<file path="src/rtl/alc_lim_pkg.sv">
package alc_lim_pkg;

   localparam int NCH = 2;

   // Detection levels as magnitudes of a 16-bit full-scale sample.
   function automatic int unsigned thr_level(input logic [1:0] sel);
      case (sel)
         2'd0:    return 24573;
         2'd1:    return 20438;
         2'd2:    return 16423;
         default: return 12315;
      endcase
   endfunction

   // Linear multiplier for a gain code, 0.375 dB per code, 'unity' is 0 dB.
   function automatic int gain_lin(input int code, input int unity, input int frac);
      real db;
      real lin;
      db  = 0.375 * real'(code - unity);
      lin = (2.0 ** frac) * (10.0 ** (db / 20.0));
      return $rtoi(lin + 0.5);
   endfunction

endpackage

</file>
<file path="src/rtl/alc_gain_lut.sv">
module alc_gain_lut #(
   parameter int CODE_W     = 6,
   parameter int LIN_W      = 18,
   parameter int UNITY_CODE = 47,
   parameter int FRAC_W     = 15
) (
   input  logic [CODE_W-1:0] code,
   output logic [LIN_W-1:0]  lin
);
   localparam int NCODE = 1 << CODE_W;

   logic [LIN_W-1:0] tab [NCODE];

   for (genvar i = 0; i < NCODE; i++) begin : g_ent
      localparam int LV = alc_lim_pkg::gain_lin(i, UNITY_CODE, FRAC_W);
      if (LV >= (1 << LIN_W)) begin : g_bad
         $error("gain table entry exceeds LIN_W");
      end
      assign tab[i] = LIN_W'(LV);
   end

   assign lin = tab[code];
endmodule

</file>
<file path="src/rtl/alc_chan.sv">
module alc_chan #(
   parameter int SAMP_W     = 16,
   parameter int CODE_W     = 6,
   parameter int LIN_W      = 18,
   parameter int FRAC_W     = 15,
   parameter int UNITY_CODE = 47,
   parameter int RST_CODE   = 63,
   parameter int TMO_BASE   = 128
) (
   input  logic                     clk,
   input  logic                     rst_n,
   input  logic                     strobe,
   input  logic                     en,
   input  logic                     zc_off,
   input  logic [1:0]               tmo_sel,
   input  logic signed [SAMP_W-1:0] x,
   input  logic [CODE_W-1:0]        tgt_nxt,
   output logic signed [SAMP_W-1:0] y_now,
   output logic signed [SAMP_W-1:0] y_q
);
   localparam int PW    = SAMP_W + LIN_W + 1;
   localparam int CNT_W = $clog2(TMO_BASE) + 3;
   localparam logic signed [SAMP_W-1:0] YMAX = {1'b0, {(SAMP_W-1){1'b1}}};
   localparam logic signed [SAMP_W-1:0] YMIN = {1'b1, {(SAMP_W-1){1'b0}}};

   logic [CODE_W-1:0]        app_q, app_d;
   logic [CNT_W-1:0]         cnt_q, cnt_d, lim;
   logic [CNT_W:0]           span;
   logic                     neg_q;
   logic [LIN_W-1:0]         lin;
   logic signed [PW-1:0]     xe, ge, prod, sh;
   logic [PW-SAMP_W:0]       hi;
   logic                     clip, zc, pend;

   alc_gain_lut #(
      .CODE_W(CODE_W), .LIN_W(LIN_W), .UNITY_CODE(UNITY_CODE), .FRAC_W(FRAC_W)
   ) u_lut (
      .code(app_q),
      .lin (lin)
   );

   always_comb begin
      xe    = PW'(x);
      ge    = PW'({1'b0, lin});
      prod  = xe * ge;
      sh    = prod >>> FRAC_W;
      hi    = sh[PW-1:SAMP_W-1];
      clip  = !((&hi) || (~|hi));
      y_now = clip ? (sh[PW-1] ? YMIN : YMAX) : sh[SAMP_W-1:0];
   end

   assign zc   = (x == '0) || (x[SAMP_W-1] != neg_q);
   assign pend = (app_q != tgt_nxt);
   assign span = (CNT_W+1)'(TMO_BASE) << tmo_sel;
   assign lim  = CNT_W'(span - 1'b1);

   always_comb begin
      app_d = app_q;
      cnt_d = cnt_q;
      if (strobe) begin
         if (!en) begin
            cnt_d = '0;
         end else if (pend) begin
            if (zc_off || clip || zc || (cnt_q == lim)) begin
               app_d = tgt_nxt;
               cnt_d = '0;
            end else begin
               cnt_d = cnt_q + 1'b1;
            end
         end else begin
            cnt_d = '0;
         end
      end
   end

   always_ff @(posedge clk or negedge rst_n) begin
      if (!rst_n) begin
         app_q <= CODE_W'(RST_CODE);
         cnt_q <= '0;
         neg_q <= 1'b0;
         y_q   <= '0;
      end else begin
         app_q <= app_d;
         cnt_q <= cnt_d;
         if (strobe) begin
            neg_q <= x[SAMP_W-1];
            y_q   <= y_now;
         end
      end
   end
endmodule

</file>
<file path="src/rtl/alc_ctrl.sv">
module alc_ctrl #(
   parameter int SAMP_W   = 16,
   parameter int CODE_W   = 6,
   parameter int RST_CODE = 63
) (
   input  logic                     clk,
   input  logic                     rst_n,
   input  logic                     strobe,
   input  logic                     en,
   input  logic [1:0]               thr_sel,
   input  logic [1:0]               step_sel,
   input  logic                     zc_off,
   input  logic signed [SAMP_W-1:0] y_l,
   input  logic signed [SAMP_W-1:0] y_r,
   output logic [CODE_W-1:0]        gain_q,
   output logic [CODE_W-1:0]        tgt_nxt
);
   logic signed [SAMP_W:0] ye_l, ye_r;
   logic [SAMP_W:0]        mag_l, mag_r, thr;
   logic [CODE_W-1:0]      step;
   logic                   det;

   always_comb begin
      ye_l  = (SAMP_W+1)'(y_l);
      ye_r  = (SAMP_W+1)'(y_r);
      mag_l = ye_l[SAMP_W] ? unsigned'(-ye_l) : unsigned'(ye_l);
      mag_r = ye_r[SAMP_W] ? unsigned'(-ye_r) : unsigned'(ye_r);
      thr   = (SAMP_W+1)'(alc_lim_pkg::thr_level(thr_sel));
      det   = strobe && en && ((mag_l >= thr) || (mag_r >= thr));
      step  = zc_off ? CODE_W'(1) : CODE_W'(step_sel) + CODE_W'(1);
      if (!det)              tgt_nxt = gain_q;
      else if (gain_q > step) tgt_nxt = gain_q - step;
      else                   tgt_nxt = '0;
   end

   always_ff @(posedge clk or negedge rst_n) begin
      if (!rst_n) gain_q <= CODE_W'(RST_CODE);
      else        gain_q <= tgt_nxt;
   end
endmodule

</file>
<file path="src/rtl/alc_limiter.sv">
module alc_limiter #(
   parameter int SAMP_W     = 16,
   parameter int CODE_W     = 6,
   parameter int FRAC_W     = 15,
   parameter int UNITY_CODE = 47,
   parameter int RST_CODE   = 63,
   parameter int TMO_BASE   = 128
) (
   input  logic                     clk,
   input  logic                     rst_n,
   input  logic                     smp_stb,
   input  logic signed [SAMP_W-1:0] smp_l,
   input  logic signed [SAMP_W-1:0] smp_r,
   input  logic                     lim_en,
   input  logic [1:0]               lim_thr_sel,
   input  logic [1:0]               lim_step_sel,
   input  logic                     zc_bypass,
   input  logic [1:0]               zc_tmo_sel,
   output logic                     res_stb,
   output logic signed [SAMP_W-1:0] res_l,
   output logic signed [SAMP_W-1:0] res_r,
   output logic [CODE_W-1:0]        gain_code
);
   localparam int NCH   = alc_lim_pkg::NCH;
   localparam int LIN_W = FRAC_W + 3;

   if (SAMP_W != 16) begin : g_bad_w
      $error("threshold constants assume 16-bit samples");
   end
   if (CODE_W < 3) begin : g_bad_c
      $error("CODE_W must hold a four-code step");
   end
   if (RST_CODE >= (1 << CODE_W) || UNITY_CODE >= (1 << CODE_W)) begin : g_bad_r
      $error("reset or unity code out of range");
   end
   if (TMO_BASE < 2 || (TMO_BASE & (TMO_BASE - 1)) != 0) begin : g_bad_t
      $error("TMO_BASE must be a power of two");
   end

   logic signed [SAMP_W-1:0] xin  [NCH];
   logic signed [SAMP_W-1:0] ynow [NCH];
   logic signed [SAMP_W-1:0] yreg [NCH];
   logic [CODE_W-1:0]        tgt_nxt;

   assign xin[0] = smp_l;
   assign xin[1] = smp_r;

   for (genvar c = 0; c < NCH; c++) begin : g_ch
      alc_chan #(
         .SAMP_W(SAMP_W), .CODE_W(CODE_W), .LIN_W(LIN_W), .FRAC_W(FRAC_W),
         .UNITY_CODE(UNITY_CODE), .RST_CODE(RST_CODE), .TMO_BASE(TMO_BASE)
      ) u_ch (
         .clk    (clk),
         .rst_n  (rst_n),
         .strobe (smp_stb),
         .en     (lim_en),
         .zc_off (zc_bypass),
         .tmo_sel(zc_tmo_sel),
         .x      (xin[c]),
         .tgt_nxt(tgt_nxt),
         .y_now  (ynow[c]),
         .y_q    (yreg[c])
      );
   end

   alc_ctrl #(
      .SAMP_W(SAMP_W), .CODE_W(CODE_W), .RST_CODE(RST_CODE)
   ) u_ctrl (
      .clk     (clk),
      .rst_n   (rst_n),
      .strobe  (smp_stb),
      .en      (lim_en),
      .thr_sel (lim_thr_sel),
      .step_sel(lim_step_sel),
      .zc_off  (zc_bypass),
      .y_l     (ynow[0]),
      .y_r     (ynow[1]),
      .gain_q  (gain_code),
      .tgt_nxt (tgt_nxt)
   );

   always_ff @(posedge clk or negedge rst_n) begin
      if (!rst_n) res_stb <= 1'b0;
      else        res_stb <= smp_stb;
   end

   assign res_l = yreg[0];
   assign res_r = yreg[1];
endmodule

</file>
<file path="config.mk">
export PLATFORM = sky130hd
export DESIGN_NAME = alc_limiter
export DESIGN_NICKNAME = d
export VERILOG_FILES = /design/src/rtl/alc_lim_pkg.sv /design/src/rtl/alc_gain_lut.sv /design/src/rtl/alc_chan.sv /design/src/rtl/alc_ctrl.sv /design/src/rtl/alc_limiter.sv
export SDC_FILE = /design/constraint.sdc
export NUM_CORES = 2
export LEC_CHECK = 0
export BUFFER_PORTS_ARGS = -buffer_cell sky130_fd_sc_hd__buf_2
export CORE_UTILIZATION = 45
export CTS_CLUSTER_SIZE = 8
export DETAILED_ROUTE_END_ITERATION = 16
export GPL_TIMING_DRIVEN = 0
export HOLD_SLACK_MARGIN = 0.15
export PLACE_DENSITY = 0.64
export SYNTH_ARGS = -nofsm -noshare
export SYNTH_HDL_FRONTEND = slang
export SYNTH_SLANG_ARGS = --single-unit
</file>
<file path="constraint.sdc">
create_clock -name clk -period 24.6 [get_ports clk]
set_input_delay 3.69 -clock clk [delete_from_list [all_inputs] [get_ports clk]]
set_output_delay 3.69 -clock clk [all_outputs]
set_load 0.02 [all_outputs]
</file>
**Word level (Yosys, flattened, before mapping)**

Memories as Yosys holds them, arrays and structs flattened.
Index checks and enable logic that the tools add are counted.

- Output and inout port bits: 39
- Word-level logic and storage cells: 83
- Bits in read-only memories: 2304
- Input port bits: 43
- Register bits after elaboration: 73
- Memories: 2

Memories:

| memory | words | width | rd ports | clocked after Yosys merged registers in | wr ports | line | text |
|---|---|---|---|---|---|---|---|
| (no name shown) | 64 | 18 | 1 | 0 | 0 | alc_gain_lut.sv:22 | `assign lin = tab[code];` |
| (no name shown) | 64 | 18 | 1 | 0 | 0 | alc_gain_lut.sv:22 |  |

- Shift operators: 1
- Bitwise operators: 2
- $lt $le $gt $ge: 5
- Multiplexer cells: 20
- Eq/ne operators: 8
- Add/subtract/negate cells: 7
- Multipliers: 2
- Reduce and logical (&&, ||, !) cells: 26

Operator list:

| cell | count |
|---|---|
| $mux W18 | 4 |
| $mul A16 B19 Y35 | 2 |
| $mux W16 | 4 |
| $mux W10 | 6 |
| $pmux W15 S3 | 1 |
| $ge A17 B15 Y1 | 2 |
| $mux W17 | 2 |
| $neg A16 Y17 | 2 |
| $logic_not A16 Y1 | 2 |
| $add A10 B1 Y10 const B | 2 |
| $eq A10 B10 Y1 | 2 |
| $mux W6 | 3 |
| $ge A7 B7 Y1 const B | 2 |
| $not A6 Y7 | 2 |
| $ne A6 B6 Y1 | 2 |
| $logic_or A1 B1 Y1 | 11 |
| $reduce_and A5 Y1 | 2 |
| $reduce_or A5 Y1 | 2 |
| $shl A8 B2 Y10 const A | 1 |
| $sub A10 B1 Y10 const B | 1 |
| $reduce_and A4 Y1 | 2 |
| $gt A6 B6 Y1 | 1 |
| $sub A6 B6 Y6 | 1 |
| $logic_not A1 Y1 | 4 |
| 6 further kinds | 8 |

**Longest topological paths before layout**

- Word-level depth: 18
- Mapped depth: 58
- Mapped depth without buffers: 52

**Hierarchy**

Synthesis repeated with hierarchy kept, for this count alone.

- Cell total of the unflattened synthesis: 3227
- Area, all modules: 28009.4 um^2

Modules (own cells, without submodules):

| module | area an instance (um^2) | cells an instance | times used |
|---|---|---|---|
| alc_chan at g_ch[1].u_ch | 11567.3 | 1298 | 1 |
| alc_chan at g_ch[0].u_ch | 11377.2 | 1264 | 1 |
| alc_ctrl | 1800.5 | 208 | 1 |
| alc_gain_lut at g_ch[0].u_ch.u_lut | 1622.8 | 223 | 1 |
| alc_gain_lut at g_ch[1].u_ch.u_lut | 1616.6 | 233 | 1 |
| alc_limiter | 25.0 | 1 | 1 |

**Least setup slack after synthesis**

Ideal clock, no wire load.

- Kind: input -> register
- Start point: in smp_l[15]
- End point: reg g_ch[0].u_ch.app_q[0]
- Cell stages on the path: 44
- Library setup time: 0.085 ns
- Setup slack: 10.934 ns
- Arrival time: 13.581 ns
- Cell sequence: clkbuf_1 -> inv_1 -> clkbuf_1 -> nor2_1 -> fa_1 -> fa_1 -> fa_1 -> fa_1 -> fa_1 -> inv_1 -> fa_1 -> inv_1 -> ha_1 -> clkbuf_1 -> nand4_1 -> or2_2 -> o22ai_1 -> a21oi_1 -> (+8 left out) -> ha_1 -> o22a_1 -> ha_1 -> nor2b_1 -> o21a_1 -> o21a_1 -> o21ai_0 -> a21oi_1 -> o211ai_1 -> a31oi_1 -> or3_1 -> a221o_2 -> and2_4 -> or3_1 -> o211ai_2 -> nand4_4 -> o21bai_4 -> mux2_1

- Longest elaborated chain between the ends: 13

RTL lines:

| what | line | text |
|---|---|---|
| start: declaration | alc_limiter.sv:12 | `input logic signed [SAMP_W-1:0] smp_l,` |
| $mul A16 B19 Y35 | alc_chan.sv:45 | `prod = xe * ge;` |
| $reduce_or A5 Y1 | alc_chan.sv:48 | `clip = !((&hi) \|\| (~\|hi));` |
| $logic_not A1 Y1 | alc_chan.sv:48 |  |
| $logic_or A1 B1 Y1 | alc_chan.sv:48 |  |
| $mux W16 | alc_chan.sv:49 | `y_now = clip ? (sh[PW-1] ? YMIN : YMAX) : sh[SAMP_W-1:0];` |
| $neg A16 Y17 | alc_ctrl.sv:26 | `mag_l = ye_l[SAMP_W] ? unsigned'(-ye_l) : unsigned'(ye_l);` |
| $mux W17 | alc_ctrl.sv:26 |  |
| $ge A17 B15 Y1 | alc_ctrl.sv:29 | `det = strobe && en && ((mag_l >= thr) \|\| (mag_r >= thr));` |
| $logic_or A1 B1 Y1 | alc_ctrl.sv:29 |  |
| $logic_and A1 B1 Y1 | alc_ctrl.sv:29 |  |
| $mux W6 | alc_ctrl.sv:31 | `if (!det) tgt_nxt = gain_q;` |
| $ne A6 B6 Y1 | alc_chan.sv:53 | `assign pend = (app_q != tgt_nxt);` |
| $reduce_and A4 Y1 (no line) | - |  |
| end signal: assignment | alc_chan.sv:78 | `app_q <= CODE_W'(RST_CODE);` |
| end signal: assignment | alc_chan.sv:83 | `app_q <= app_d;` |
| end: declaration | alc_chan.sv:26 | `logic [CODE_W-1:0] app_q, app_d;` |

Parallel ways exist; a longest one is shown, timed or not.
A chain may end at the register's enable or synchronous reset.

**Worst setup path after layout**

- Start point: reg g_ch[1].u_ch.app_q[1]
- End point: reg g_ch[1].u_ch.app_q[1]

- Longest elaborated chain between the ends: 17

RTL lines:

| what | line | text |
|---|---|---|
| start: declaration | alc_chan.sv:26 |  |
| start signal: assignment | alc_chan.sv:78 |  |
| start signal: assignment | alc_chan.sv:83 |  |
| $not A6 Y7 (implied by the code) | alc_gain_lut.sv:22 |  |
| $mem_v2 Z64 W18 | - |  |
| $mux W18 (implied by the code) (2 in series) | alc_gain_lut.sv:22 |  |
| $mul A16 B19 Y35 | alc_chan.sv:45 |  |
| $reduce_or A5 Y1 | alc_chan.sv:48 |  |
| $logic_not A1 Y1 | alc_chan.sv:48 |  |
| $logic_or A1 B1 Y1 | alc_chan.sv:48 |  |
| $mux W16 | alc_chan.sv:49 |  |
| $neg A16 Y17 | alc_ctrl.sv:27 | `mag_r = ye_r[SAMP_W] ? unsigned'(-ye_r) : unsigned'(ye_r);` |
| $mux W17 | alc_ctrl.sv:27 |  |
| $ge A17 B15 Y1 | alc_ctrl.sv:29 |  |
| $logic_or A1 B1 Y1 | alc_ctrl.sv:29 |  |
| $logic_and A1 B1 Y1 | alc_ctrl.sv:29 |  |
| $mux W6 | alc_ctrl.sv:31 |  |
| $ne A6 B6 Y1 | alc_chan.sv:53 |  |
| $reduce_and A4 Y1 (no line) | - |  |

Parallel ways exist; a longest one is shown, timed or not. The select of a mux whose other input is x is not followed.

==> impl_metrics.yaml <==
sta:
  maxSlewViolCount: 0
  fin_crit_sh: 0.647
  max_slew_margin: 0.0777
  max_clock_freq_mhz: 62.8
  hold_viol_final: 0
  min_period_ns: 15.91
  setup_viol: 0
  fin_skew_ns: 0.0129
  final.setup.tns_ns: 0
  worst_slew_pin_slew_ns: 1.37
  rsz0062_at_grt: "false"
logic_synthesis:
  ys.flop_type: "dfrtp_1"
  yosysSeqAreaShare: 0.0675
  ys_types: 106
  synth_area_leaders: "fa_1 28%, ha_1 14%, inv_1 7.0%, and2_1 5.3%, dfrtp_1 5.0%"
  yosysTopAreaCell: "fa_1"
  synth.top_cell.area_share: 0.283
  ys_seq_elements: 73
  synth_warnings: 0
  synth_nets: 4110
  syn-mean-instance-area_um2: 8.14
  netlist_area_mm2: 0.0274
  synthArstFlopShare: 1.00
  synth-edff-count: 0
  synthCells: 3363
cells_and_area:
  drive_above_1_share: 0.0590
  n_fill_cell: 5911
  syn_to_final_growth_pct: 6.38
  nets: 4203
  fin_util: 0.484
  final-seq-area_mm2: 0.00185
  multi_input_area_mm2: 0.0229
  diodes: 0
  layout.cells.non_filler: 4242
critical_path:
  slowest_stage: "o21ai_0"
  crit_fanout: 10
  reg2reg_from: "g_ch[1].u_ch.app_q[1]"
  cp-start-kind: "flop"
  cpMostUsedCell: "inv_1"
  ff2ff_setup_slack_ns: 8.69
  r2r_end: "g_ch[1].u_ch.app_q[1]"
  r2r_cells: 48
  cp.required_ns: 24.87
  cp-end-kind: "flop"
  critPathMaxStageDelay_ns: 1.03
  critPathKind: "reg -> reg"
  worst-endpoint-arrival_ns: 16.18
placement:
  placed_cells: 4227
  place_hpwl_um: 68900
  gp_congestion: 0.980
  io_buffers: 81
floorplanning:
  fp.dieH_um: 249
  start_util: 0.455
  dieArea_mm2: 0.0618
  ios: 82
  die_w_um: 249
  row_count: 90
  core_mm2: 0.0602
global_route:
  grt_util_all_layers: 0.273
  antenna_found_initial: 2
  grt_max_degree: 44
  gr-total-overflow: 0
  grt_pass1_wl_um: 135000
  grt_pass1_vias: 24200
clock_tree:
  clk_pin_slew_ns: 0.07
  cts_hold_buf: 0
  numCtsBuffers: 9
  tritoncts: "yes"
  htree_levels: 3
  worstSkewPairLatency_ns: 0.35
  post-cts-setup-buffer-count: 0
  clk_path_buf_depth: 2
  cts_root_buf: "clkbuf_16"
  cts.sinks: 73
  cts.repair.resized: 0
detailed_routing:
  totalWireLength_um: 84100
  ant_nets: 0
  drt_iter0_drc: 2256
  vias: 24600
  vias_per_cell: 5.79
  wl_per_cell_um: 19.8
  drc: 0
  drtPass1Iterations: 6
min_path:
  hold_depth: 1
  hold_end: "g_ch[0].u_ch.cnt_q[0]"
  worstHoldStart: "g_ch[0].u_ch.cnt_q[0]"
  hold_class: "reg -> reg"
outcome:
  outcome: "finished clean"
job:
  max-cap-violations: 0
## cells in the final DEF, fill, tap and decap left out, types with 9 or more instances in the layout
cell,count
xor2_1,21
clkbuf_1,133
nor2_1,191
mux2i_1,28
nand3_1,50
a31oi_1,32
inv_1,509
nor3_1,47
mux2_2,10
o21a_1,20
and4_1,13
nand2_1,336
a211oi_1,25
nor2b_1,54
nor4_1,21
a21o_1,21
buf_1,15
and3_1,42
xnor2_1,22
a211o_1,12
clkbuf_16,9
buf_2,98
ha_1,317
and2_1,234
o22ai_1,10
o21ai_0,145
or2_2,16
mux4_2,9
o211ai_1,23
or3_1,22
dfstp_2,18
a311oi_1,17
fa_1,387
dfrtp_1,55
nand4_1,35
o31ai_1,10
nand2b_1,52
o221ai_1,20
a21oi_1,210
## per-layer routing
metal | share of wire | wire, µm | up-vias | global-route usage
li1 | - | - | 11400 | -
met1 | 0.47 | 39300 | 12100 | 0.408
met2 | 0.44 | 37100 | 964 | 0.420
met3 | 0.067 | 5670 | 131 | 0.0316
met4 | 0.024 | 2040 | 2 | 0.0692
met5 | 0.00011 | 9 | - | 0
## layout make-up
cell class | count | area share
Timing Repair Buffer | 82 | 0.0149
Clock inverter | 5 | 0.00356
Sequential cell | 73 | 0.0635
Multi-Input combinational cell | 2608 | 0.787
Tap cell | 782 | 0.0336
Buffer | 170 | 0.0235
Inverter | 512 | 0.0661
Clock buffer | 10 | 0.00786
## flip-flops by register name, summed over array words and instances (netlist names)
register         cells
g_ch.u_ch.y_q       32
u_ctrl.gain_q        6
g_ch.u_ch.app_q     12
g_ch.u_ch.cnt_q     20
g_ch.u_ch.neg_q      2
res_stb              1
## critical path: cells and delay by family, from the launching register on
kind	cells	cell delay (ns)
buffers and inverters	11	2.58
multiplexers	3	0.93
flip-flops	1	0.63
adder cells (fa/ha/maj)	9	3.95
AO/OA/AOI/OAI	14	5.19
AND/OR/NAND/NOR	11	2.54
## synthesized netlist by cell type, types with 50 or more instances
cell type / instances
fa_1: 387
nor2b_1: 54
nor2_1: 191
inv_1: 509
clkbuf_1: 132
o21ai_0: 146
nand2_1: 336
nand2b_1: 52
and2_1: 234
nand3_1: 50
a21oi_1: 210
dfrtp_1: 55
ha_1: 317
## how the worst max path moves through the flow
stage	slack, ns	start	end
after CTS	8.84	smp_l[15]	g_ch[1].u_ch.app_q[1]
after detailed placement	8.50	smp_l[15]	g_ch[1].u_ch.app_q[1]
final	8.69	g_ch[1].u_ch.app_q[1]	g_ch[1].u_ch.app_q[1]
after global routing	8.04	g_ch[0].u_ch.app_q[1]	g_ch[1].u_ch.app_q[1]
after floorplan	10.93	smp_l[15]	g_ch[0].u_ch.app_q[0]
after global placement	8.58	smp_l[15]	g_ch[1].u_ch.app_q[1]
## per-stage QoR
step                hold slack [ns]  cell area [µm²]  worst slack (ns)
detailed placement            0.499            28800              8.50
CTS                           0.512            29100              8.84
floorplan                     0.472            27400             10.93
global placement              0.495            28800              8.58
global route                  0.528            29100              8.04
finish                        0.509            29100              8.69
## cell families after synthesis
| family | after synthesis | synth area share |
|---|---|---|
| flops | 73 | 0.0675 |
| xor+xnor | 45 | 0.0158 |
| simple gates | 1149 | 0.214 |
| fa+ha+maj | 705 | 0.428 |
| compound gates | 656 | 0.155 |
| buf+inv | 682 | 0.0953 |
| mux | 53 | 0.0244 |
Power is left out: the tool's default activity adds up to more than one toggle a clock period on the data nets, which glitch-free logic cannot reach.
